**src/rtl/pa_pkg.sv**
```systemverilog
package pa_pkg;

  typedef enum logic {
    PA_EVENT = 1'b0,
    PA_GATED = 1'b1
  } pa_mode_e;

  // synchronized pin view, already folded with the polarity control
  typedef struct packed {
    logic level;  // pin at active level
    logic lead;   // inactive -> active this cycle
    logic trail;  // active -> inactive this cycle
  } pa_pin_s;

endpackage

```
**src/rtl/pa_rstsync.sv**
```systemverilog
module pa_rstsync #(
  parameter int STAGES = 2
) (
  input  logic clk,
  input  logic arst_n,
  output logic rst_n_o
);

  logic [STAGES-1:0] sh_q;
  logic [STAGES-1:0] sh_d;

  always_comb begin
    sh_d = {sh_q[STAGES-2:0], 1'b1};
  end

  always_ff @(posedge clk or negedge arst_n) begin
    if (!arst_n) sh_q <= '0;
    else         sh_q <= sh_d;
  end

  assign rst_n_o = sh_q[STAGES-1];

endmodule

```
**src/rtl/pa_insync.sv**
```systemverilog
module pa_insync
  import pa_pkg::*;
#(
  parameter int STAGES = 2
) (
  input  logic    clk,
  input  logic    rst_n,
  input  logic    pin_i,
  input  logic    pol_i,
  output pa_pin_s pin_o
);

  logic [STAGES-1:0] sync_q;
  logic [STAGES-1:0] sync_d;
  logic              hist_q;
  logic              hist_d;
  logic              lvl_now;
  logic              lvl_prev;

  // next-state
  always_comb begin
    sync_d = {sync_q[STAGES-2:0], pin_i};
    hist_d = sync_q[STAGES-1];
  end

  // registers
  always_ff @(posedge clk or negedge rst_n) begin
    if (!rst_n) begin
      sync_q <= '0;
      hist_q <= 1'b0;
    end else begin
      sync_q <= sync_d;
      hist_q <= hist_d;
    end
  end

  // both samples are folded with the present polarity, so a polarity
  // change alone never produces an edge
  always_comb begin
    lvl_now     = sync_q[STAGES-1] ^ pol_i;
    lvl_prev    = hist_q ^ pol_i;
    pin_o.level = lvl_now;
    pin_o.lead  = lvl_now & ~lvl_prev;
    pin_o.trail = ~lvl_now & lvl_prev;
  end


  single_lead_chk: assert property (@(posedge clk) disable iff (!rst_n)
    pin_o.lead |=> (!pin_o.lead || !$stable(pol_i)));


  pol_quiet_chk: assert property (@(posedge clk) disable iff (!rst_n)
    ($stable(sync_q[STAGES-1]) && $stable(hist_q) && (sync_q[STAGES-1] == hist_q))
      |-> (!pin_o.lead && !pin_o.trail));

endmodule

```
**src/rtl/pa_ctrl.sv**
```systemverilog
module pa_ctrl
  import pa_pkg::*;
(
  input  logic     clk,
  input  logic     rst_n,
  input  logic     en_i,
  input  pa_mode_e mode_i,
  input  logic     tick_i,
  input  pa_pin_s  pin_i,
  output logic     inc_o,
  output logic     evt_o
);

  always_comb begin
    inc_o = 1'b0;
    evt_o = 1'b0;
    if (en_i) begin
      case (mode_i)
        PA_EVENT: begin
          inc_o = pin_i.lead;
          evt_o = pin_i.lead;
        end
        PA_GATED: begin
          inc_o = tick_i & pin_i.level;
          evt_o = pin_i.trail;
        end
        default: begin
          inc_o = 1'b0;
          evt_o = 1'b0;
        end
      endcase
    end
  end


  idle_quiet_chk: assert property (@(posedge clk) disable iff (!rst_n)
    !en_i |-> (!inc_o && !evt_o));


  gated_tick_chk: assert property (@(posedge clk) disable iff (!rst_n)
    (mode_i == PA_GATED && inc_o) |-> (tick_i && pin_i.level));

endmodule

```
**src/rtl/pa_counter.sv**
```systemverilog
module pa_counter #(
  parameter int WIDTH = 16
) (
  input  logic             clk,
  input  logic             rst_n,
  input  logic             wr_i,
  input  logic [WIDTH-1:0] wr_data_i,
  input  logic             inc_i,
  output logic [WIDTH-1:0] cnt_o,
  output logic             wrap_o
);

  localparam logic [WIDTH-1:0] ONE = WIDTH'(1);

  logic [WIDTH-1:0] cnt_q;
  logic [WIDTH-1:0] cnt_d;
  logic             cnt_en;

  // next-state: a load beats an increment
  always_comb begin
    cnt_d  = cnt_q;
    wrap_o = 1'b0;
    cnt_en = wr_i | inc_i;
    if (wr_i) begin
      cnt_d = wr_data_i;
    end else if (inc_i) begin
      cnt_d  = cnt_q + ONE;
      wrap_o = &cnt_q;
    end
  end

  // register with explicit clock enable
  always_ff @(posedge clk or negedge rst_n) begin
    if (!rst_n)      cnt_q <= '0;
    else if (cnt_en) cnt_q <= cnt_d;
  end

  assign cnt_o = cnt_q;


  load_chk: assert property (@(posedge clk) disable iff (!rst_n)
    wr_i |=> (cnt_o == $past(wr_data_i)));


  step_chk: assert property (@(posedge clk) disable iff (!rst_n)
    (inc_i && !wr_i) |=> (cnt_o == $past(cnt_o) + ONE));


  hold_chk: assert property (@(posedge clk) disable iff (!rst_n)
    (!inc_i && !wr_i) |=> $stable(cnt_o));

endmodule

```
**src/rtl/pa_flag.sv**
```systemverilog
module pa_flag (
  input  logic clk,
  input  logic rst_n,
  input  logic set_i,
  input  logic clr_i,
  output logic flag_o
);

  logic flag_q;
  logic flag_d;

  always_comb begin
    flag_d = set_i | (flag_q & ~clr_i);
  end

  always_ff @(posedge clk or negedge rst_n) begin
    if (!rst_n) flag_q <= 1'b0;
    else        flag_q <= flag_d;
  end

  assign flag_o = flag_q;


  clear_chk: assert property (@(posedge clk) disable iff (!rst_n)
    (clr_i && !set_i) |=> !flag_o);


  rise_cause_chk: assert property (@(posedge clk) disable iff (!rst_n)
    $rose(flag_o) |-> $past(set_i));

endmodule

```
**src/rtl/pulse_accum.sv**
```systemverilog
module pulse_accum
  import pa_pkg::*;
#(
  parameter int WIDTH       = 16,
  parameter int SYNC_STAGES = 2,
  parameter int RST_STAGES  = 2
) (
  input  logic             clk,
  input  logic             arst_n,
  input  logic             en_i,
  input  logic             mode_i,
  input  logic             pol_i,
  input  logic             pin_i,
  input  logic             tick_i,
  input  logic             wr_i,
  input  logic [WIDTH-1:0] wr_data_i,
  input  logic             ovf_clr_i,
  input  logic             evt_clr_i,
  output logic [WIDTH-1:0] count_o,
  output logic             ovf_flag_o,
  output logic             evt_flag_o
);

  localparam logic [WIDTH-1:0] ALL_ONES = '1;

  logic     rst_n;
  pa_mode_e mode;
  pa_pin_s  pin_s;
  logic     inc;
  logic     evt;
  logic     wrap;

  assign mode = pa_mode_e'(mode_i);

  pa_rstsync #(.STAGES(RST_STAGES)) u_rst (
    .clk     (clk),
    .arst_n  (arst_n),
    .rst_n_o (rst_n)
  );

  pa_insync #(.STAGES(SYNC_STAGES)) u_sync (
    .clk   (clk),
    .rst_n (rst_n),
    .pin_i (pin_i),
    .pol_i (pol_i),
    .pin_o (pin_s)
  );

  pa_ctrl u_ctrl (
    .clk    (clk),
    .rst_n  (rst_n),
    .en_i   (en_i),
    .mode_i (mode),
    .tick_i (tick_i),
    .pin_i  (pin_s),
    .inc_o  (inc),
    .evt_o  (evt)
  );

  pa_counter #(.WIDTH(WIDTH)) u_cnt (
    .clk       (clk),
    .rst_n     (rst_n),
    .wr_i      (wr_i),
    .wr_data_i (wr_data_i),
    .inc_i     (inc),
    .cnt_o     (count_o),
    .wrap_o    (wrap)
  );

  pa_flag u_ovf (
    .clk    (clk),
    .rst_n  (rst_n),
    .set_i  (wrap),
    .clr_i  (ovf_clr_i),
    .flag_o (ovf_flag_o)
  );

  pa_flag u_evt (
    .clk    (clk),
    .rst_n  (rst_n),
    .set_i  (evt),
    .clr_i  (evt_clr_i),
    .flag_o (evt_flag_o)
  );


  wrap_flag_chk: assert property (@(posedge clk) disable iff (!rst_n)
    $rose(ovf_flag_o) |-> (($past(count_o) == ALL_ONES) && (count_o == '0)));


  idle_hold_chk: assert property (@(posedge clk) disable iff (!rst_n)
    (!en_i && !wr_i) |=> $stable(count_o));


  idle_flag_chk: assert property (@(posedge clk) disable iff (!rst_n)
    !en_i |=> (!$rose(evt_flag_o) && !$rose(ovf_flag_o)));


  always_comb begin
    if (!arst_n) begin
      reset_state_chk: assert (!ovf_flag_o && !evt_flag_o && count_o == '0);
    end
  end

endmodule

```
**config.mk**
```make
export PLATFORM = sky130hd
export DESIGN_NAME = pulse_accum
export DESIGN_NICKNAME = d
export VERILOG_FILES = /design/src/rtl/pa_pkg.sv /design/src/rtl/pa_rstsync.sv /design/src/rtl/pa_insync.sv /design/src/rtl/pa_ctrl.sv /design/src/rtl/pa_counter.sv /design/src/rtl/pa_flag.sv /design/src/rtl/pulse_accum.sv
export SDC_FILE = /design/constraint.sdc
export NUM_CORES = 1
export LEC_CHECK = 0
export ABC_AREA = 1
export BUFFER_PORTS_ARGS = -buffer_cell sky130_fd_sc_hd__buf_2
export CELL_PAD_IN_SITES_DETAIL_PLACEMENT = 1
export CELL_PAD_IN_SITES_GLOBAL_PLACEMENT = 2
export CORE_MARGIN = 2
export CORE_UTILIZATION = 30
export DETAILED_ROUTE_END_ITERATION = 10
export GPL_TIMING_DRIVEN = 0
export PLACE_DENSITY = 0.85
export SLEW_MARGIN = 20
export SYNTH_ARGS = -nofsm -noshare
export SYNTH_HDL_FRONTEND = slang
export SYNTH_HIERARCHICAL = 1
export SYNTH_SLANG_ARGS = --single-unit
```
**constraint.sdc**
```tcl
create_clock -name clk -period 2 [get_ports clk]
set_input_delay 0.4 -clock clk [delete_from_list [all_inputs] [get_ports clk]]
set_output_delay 0.4 -clock clk [all_outputs]
set_load 0.1 [all_outputs]
```
==> results of run 1 <==
-- logic make-up after synthesis --
family / count (synthesis)
AOI/OAI and AO/OA: 24
xor gates and xnor gates: 7
adders and majority gates: 1
buffers and inverters: 29
DFF: 23
other: 1
and+or+nand+nor: 97
-- state kept, by name, indices dropped and copies added (netlist names) --
register and count:
u_cnt/cnt_o 16, u_ovf/flag_o 1, u_sync/hist_q 1, u_rst/sh_q 2, u_evt/flag_o 1, u_sync/sync_q 2
-- metrics by stage --
stage	setup WS [ns]	total power [mW]
5_1_grt	0.0611	1.47
6_report	0.230	1.39
4_1_cts	0.206	1.41
3_5_place_dp	0.0999	1.11
2_1_floorplan	0.000468	0.993
3_3_place_gp	0.144	1.10
-- final timing paths --
check | start | to | slack [ns] | depth (start not counted)
max | u_sync/sync_q[1]$_DFF_PN0_ | u_cnt/cnt_o[11]$_DFFE_PN0P_ | 0.23 | 11
min | pin_i | u_sync/sync_q[0]$_DFF_PN0_ | 0.24 | 1
min reg2reg | u_sync/sync_q[0]$_DFF_PN0_ | u_sync/sync_q[1]$_DFF_PN0_ | 0.35 | 0
min in group asynchronous | u_rst/sh_q[1]$_DFF_PN0_ | u_cnt/cnt_o[6]$_DFFE_PN0P_ | 0.37 | 0
max in group asynchronous | u_rst/sh_q[1]$_DFF_PN0_ | u_cnt/cnt_o[1]$_DFFE_PN0P_ | 1.03 | 0
max reg2reg | u_sync/sync_q[1]$_DFF_PN0_ | u_cnt/cnt_o[11]$_DFFE_PN0P_ | 0.23 | 11
-- worst max-delay path, delay by kind of cell (launching register included) --
family | cells | cell delay (ns)
simple gates | 5 | 0.46
buf+inv | 4 | 0.43
flops | 1 | 0.42
compound gates | 2 | 0.35
-- area by class of cell --
cell class,instances,area share
Buffer,5,0.0245
Sequential cell,23,0.333
Inverter,24,0.0527
Tap cell,52,0.0375
Multi-Input combinational cell,130,0.399
Clock buffer,4,0.0260
Timing Repair Buffer,43,0.127
-- timing repair --
| action | 4_1_cts | 5_1_grt |
|---|---|---|
| setup buffers | 0 | 0 |
| hold endpoints to repair | 2 | 0 |
| hold buffers | 1 | 0 |
-- cells in the final DEF, fill, tap and decap left out, types with 5 or more instances in the layout --
| cell | instances |
|---|---|
| a22oi_1 | 12 |
| inv_1 | 21 |
| dfrtp_1 | 22 |
| nor2_1 | 11 |
| xnor2_1 | 5 |
| nand3_1 | 17 |
| nand2_1 | 54 |
| buf_2 | 43 |
| nand2_2 | 5 |
-- power by group --
part | switching, mW | internal [mW] | leakage, nW
combinational | 0.406 | 0.116 | 0.595
sequential | 0.0671 | 0.508 | 0.278
clock | 0.150 | 0.142 | 0.0228
total | 0.623 | 0.766 | 0.896
-- per-layer routing --
metal,part of all wire,wire [µm]
met3,0.038,142
met5,0,0
met1,0.49,1830
met4,0.0043,16
met2,0.46,1720
-- cells in the mapped netlist, types with 2 or more instances --
library cell  number
a21oi_2            2
a22oi_1           12
buf_4              2
buf_6              2
dfrtp_1           23
inv_1             21
inv_2              2
nand2_1           54
nand2_2            5
nand3_1           17
nand4_1            3
nor2_1            11
nor2_2             3
nor2_4             2
o21ai_1            3
o21bai_1           3
xnor2_1            5
xor2_1             2
==> key figures, run 1 <==
STA
  • Final Critical Period: 1.77 ns
  • Slew headroom: 0.410
  • Slew Viols, Final: 0
  • RSZ-0062 raised after global routing: no
  • Setup TNS Final: 0 ns
  • Worst-Margin Slew: just under 0.9 ns
  • Setup Viol. Count Final: 0
  • Tcrit/Tclk final: 0.885
  • Setup Skew: 0.00573 ns
  • Final hold violations: 0
  • Hold slack: 0.240 ns
  • Fmax achieved: approximately 0.56 GHz

Synthesis
  • Syn nets: 209
  • Synth warn: 6
  • Number of enable flip-flop cells after synthesis: 0
  • Post-Synth Adder-Cell Area: 0.00893
  • Synth Area in Compound Gates: 0.125
  • Mux contribution to synthesized area: 0
  • Simple-gate area share of the yosys netlist: 0.313
  • Post-synthesis cell area: 1400 µm²
  • Largest family of logic cells by synthesized area: simple AND/OR/NAND/NOR gates
  • Post-synthesis area per instance: between 7 and 8 µm²
  • Synth area leaders: dfrtp_1 (41%), nand2_1 (14%), a22oi_1 (6.4%)
  • Top-area cell type share of the netlist area: 0.411
  • Synthesized flop and latch total: 23
  • Seq/Total Area, Yosys: 0.411
  • Ys async rst share: 1.00
  • Post-synthesis cell count: between 150 and 200
  • Top_reg_cell synth: dfrtp_1
  • Xor/xnor share of the synthesized area: 0.0438
  • Leading area contributor after synthesis: dfrtp_1
  • Distinct cells, synth: 28

Floorplanning
  • Initial Util: 0.317
  • Rows: 24
  • Total die area: 5230 µm²
  • Die H: 72.3 µm
  • Area of the core: 4410 µm²
  • Top Ports: 44
  • Chip width: 72.3 µm

Clock tree
  • Root Buffer: clkbuf_8
  • Clk_lat worst skew: about 0.26 ns
  • H-tree Lvls: 1
  • Post_cts resized: 0
  • CTS max path bufs: 2
  • Clock transition at path regs: 0.08 ns
  • CTS tree: done
  • Clock sinks: 23
  • CTS Buf Count: 3

Global route
  • First-pass GRT wire length: around 6.5 mm
  • Met3 GRT Util: 0.0222
  • Initial antenna violation count: 0
  • Met1 usage: 0.216
  • Largest net degree at the start of global routing: 22
  • GR Util met2: 0.270
  • GRT Overall Usage: 0.160
  • Total gr overflow: 0
  • Vias in the first global route: 1,365
  • GR peak layer: met2

Place
  • Placed Cells incl. Taps: 276
  • GP Congestion: 0.749
  • DP HPWL: approximately 2.9 mm
  • Port Buffers: 42
  • Placed Area: 1680 µm²

Route
  • Total wire length: 3.71 mm
  • Wire per inst: 13.2 µm
  • TritonRoute pass-1 iters: 4
  • Starting DRT DRC Count: 56
  • Routed Antenna Nets: 0
  • DRC Markers: 0
  • Vias: approximately 1,300
  • Post-DR vias/cell: 4.69

Cells and area
  • Area growth, synth to finish: 23.7%
  • Fillers: 551
  • Fin util: 0.393
  • Multi-input logic area: 692 µm²
  • Post-Layout Cell Count: between 200 and 300
  • Reg area: 577 µm²
  • Final instance area: 1730 µm²
  • Ant diodes: 0
  • Share of layout cells above drive strength 1: 0.301
  • Final-stage net count: 257

Setup path
  • Kind of critical path: reg -> reg
  • CP required: between 2 and 2.5 ns
  • CP Cell Sequence: inv_1 -> nand2_1 -> nand2_2 -> buf_4 -> nand3_1 -> a21oi_2 -> or2_4 -> clkinv_2 -> buf_6 -> a22oi_1 -> nand2_1
  • Slowest stage delay, CP: 0.42 ns
  • Critical-path top delay cell: dfrtp_1
  • Worst Setup End Kind: flop
  • Startpoint types: flop
  • Worst-path maximum fanout: 10
  • Cell mode on critical path: nand2_1
  • Crit path DAT: just under 2 ns

Power
  • Cell area power density: about 800 nW/µm²
  • Pleak: 0.896 nW
  • Peak supply drop: around 320 µV

Status
  • Status: complete, no violations

Hold path
  • Min-Delay Path Class: in -> reg

Job
  • Max Cap Viol: 0
Note: power is estimated with default switching activity, not from simulation.
==> inputs of run 2 (changes only) <==
- CORE_ASPECT_RATIO: not set -> 2
- CORE_UTILIZATION: 30 -> 28
- PLACE_DENSITY: 0.85 -> 0.8
- clock period: 2 -> 1.69 ns (I/O delays scaled with it)
==> key figures, run 2 (synthesis gave the netlist of run 1 again) <==
Clock tree
  • Root Buffer: clkbuf_8
  • Clk_lat worst skew: 0.26 ns
  • CTS Buf Count: 3
  • CTS tree: done
  • H-tree Lvls: 1
  • Clock sinks: 23
  • Clock transition at path regs: 0.09 ns
  • CTS max path bufs: 2

Cells and area
  • Final-stage net count: 265
  • Area growth, synth to finish: 41.0%
  • Fillers: 621
  • Commonest non-fill, non-tap cell in the layout: nand2_1
  • Share of layout cells above drive strength 1: 0.439
  • Ant diodes: 0
  • Most frequent cells in the layout: nand2_1 (53), buf_2 (43), inv_1 (18)
  • Number of flip-flops in the largest register: 16

Route
  • DRC Markers: 0
  • TritonRoute pass-1 iters: 3
  • Starting DRT DRC Count: 19
  • Wire per inst: 14.8 µm
  • Vias: approximately 1,400
  • Total wire length: 4.35 mm
  • Routed Antenna Nets: 0
  • Post-DR vias/cell: 4.74

Power
  • Switch Pwr: 0.780 mW
  • Cell area power density: 878 nW/µm²
  • Net Sw Frac: 0.450
  • Cell-internal power: 0.954 mW
  • Pleak: 0.948 nW
  • Power Total: 1.73 mW
  • Peak supply drop: between 500 and 600 µV
  • Clock share of power: 0.202
  • Sequential share of power: 0.400
  • Comb pwr share: 0.398

Floorplanning
  • Initial Util: 0.288
  • Chip width: 54.0 µm
  • Rows: 36
  • Die H: 104 µm
  • Top Ports: between 40 and 50
  • Total die area: 5620 µm²
  • Area of the core: just under 5000 µm²

Setup path
  • Worst Setup End Kind: flop
  • Worst reg2reg startpoint: u_sync/sync_q[1]$_DFF_PN0_
  • CP required: 1.84 ns
  • R2R setup slack: 0.08 ns
  • Worst Setup SP: u_sync/sync_q[1]$_DFF_PN0_
  • R2r endpoint: u_cnt/cnt_o[8]$_DFFE_PN0P_
  • R2R depth: 11
  • Worst-path maximum fanout: 5
  • Startpoint types: flop
  • Worst setup endpoint: u_cnt/cnt_o[8]$_DFFE_PN0P_
  • Kind of critical path: reg -> reg
  • Crit path DAT: approximately 1.8 ns

STA
  • Setup TNS Final: 0 ns
  • RSZ-0062 raised after global routing: yes
  • Setup Viol. Count Final: 0
  • Slew Viols, Final: 0
  • Worst-Margin Slew: 0.933 ns
  • Final hold violations: 0
  • Hold slack: around 0.19 ns
  • Fmax achieved: 0.622 GHz
  • Slew headroom: 0.378
  • Setup Skew: 0.00427 ns
  • Final Critical Period: between 1.5 and 2 ns
  • Tcrit/Tclk final: 0.951

Global route
  • Largest net degree at the start of global routing: 22
  • GRT Overall Usage: 0.172
  • Vias in the first global route: 1,493
  • Initial antenna violation count: 0
  • First-pass GRT wire length: between 7 and 8 mm
  • Total gr overflow: 0

Place
  • GP Congestion: 0.771
  • Port Buffers: 42
  • DP HPWL: 3.28 mm

Status
  • Status: complete, no violations

Hold path
  • Min-Delay Path Class: in -> reg

Job
  • Max Cap Viol: 0
[run 2: final cells by class]
type | instances | area (µm²) | area share
plain buffers | 5 | 53.8 | 0.0272
clock buffers | 4 | 45.0 | 0.0228
inverters | 24 | 105 | 0.0532
multi-input cells | 130 | 786 | 0.398
flip-flops and latches | 23 | 589 | 0.298
well taps | 57 | 71.3 | 0.0361
repair buffers | 51 | 325 | 0.165
[run 2: power groups by stage]
stage	clock [mW]	combinational [mW]	sequential, mW
2_1_floorplan	0	0.169	1.01
3_3_place_gp	0	0.616	0.702
3_5_place_dp	0	0.625	0.704
4_1_cts	0.363	0.664	0.694
5_1_grt	0.388	0.731	0.708
6_report	0.350	0.689	0.694
[run 2: worst min path at each step]
stage,startpoint,end,slack (ns),cells after the start
6_report,pin_i,u_sync/sync_q[0]$_DFF_PN0_,0.19,1
5_1_grt,pin_i,u_sync/sync_q[0]$_DFF_PN0_,0.17,1
4_1_cts,pin_i,u_sync/sync_q[0]$_DFF_PN0_,0.19,1
3_5_place_dp,arst_n,u_rst/sh_q[1]$_DFF_PN0_,0.13,1
3_3_place_gp,arst_n,u_rst/sh_q[1]$_DFF_PN0_,0.12,1
2_1_floorplan,arst_n,u_rst/sh_q[0]$_DFF_PN0_,0.04,0
[run 2: repair_timing]
item / 4_1_cts / 5_1_grt
buffers inserted: 5 / 1
hold buffers: 1 / 0
setup endpoints to repair: 12 / 16
hold endpoints to repair: 2 / 0
cloned: 1 / 1
pin swaps: 6 / 8
gates resized for setup: 13 / 20
[run 2: metrics by stage]
step	setup WS (ns)	utilization	instance area [µm²]	instances
3_5_place_dp	-0.166	0.349	1700	281
5_1_grt	-0.0220	0.406	1980	294
4_1_cts	0.00640	0.383	1860	292
6_report	0.0835	0.406	1980	294
3_3_place_gp	-0.108	0.349	1700	281
2_1_floorplan	0.00822	-	1420	182
[run 2: worst max-delay path: stages (launching register included)]
cell	delay [ns]
dfrtp_1	0.43
inv_2	0.07
nand2_1	0.05
nand2_2	0.06
buf_4	0.11
nand3_4	0.06
a21oi_4	0.14
or2_4	0.17
inv_8	0.05
buf_8	0.13
a22oi_1	0.14
nand2_1	0.07
[run 2: metal layers]
metal  track usage  vias up  routed length (µm)
met4        0.0661        0                  77
met5             0        -                   0
met2         0.322       26                2620
met3       0.00862        4                  86
li1              -      692                   -
met1         0.186      671                1580
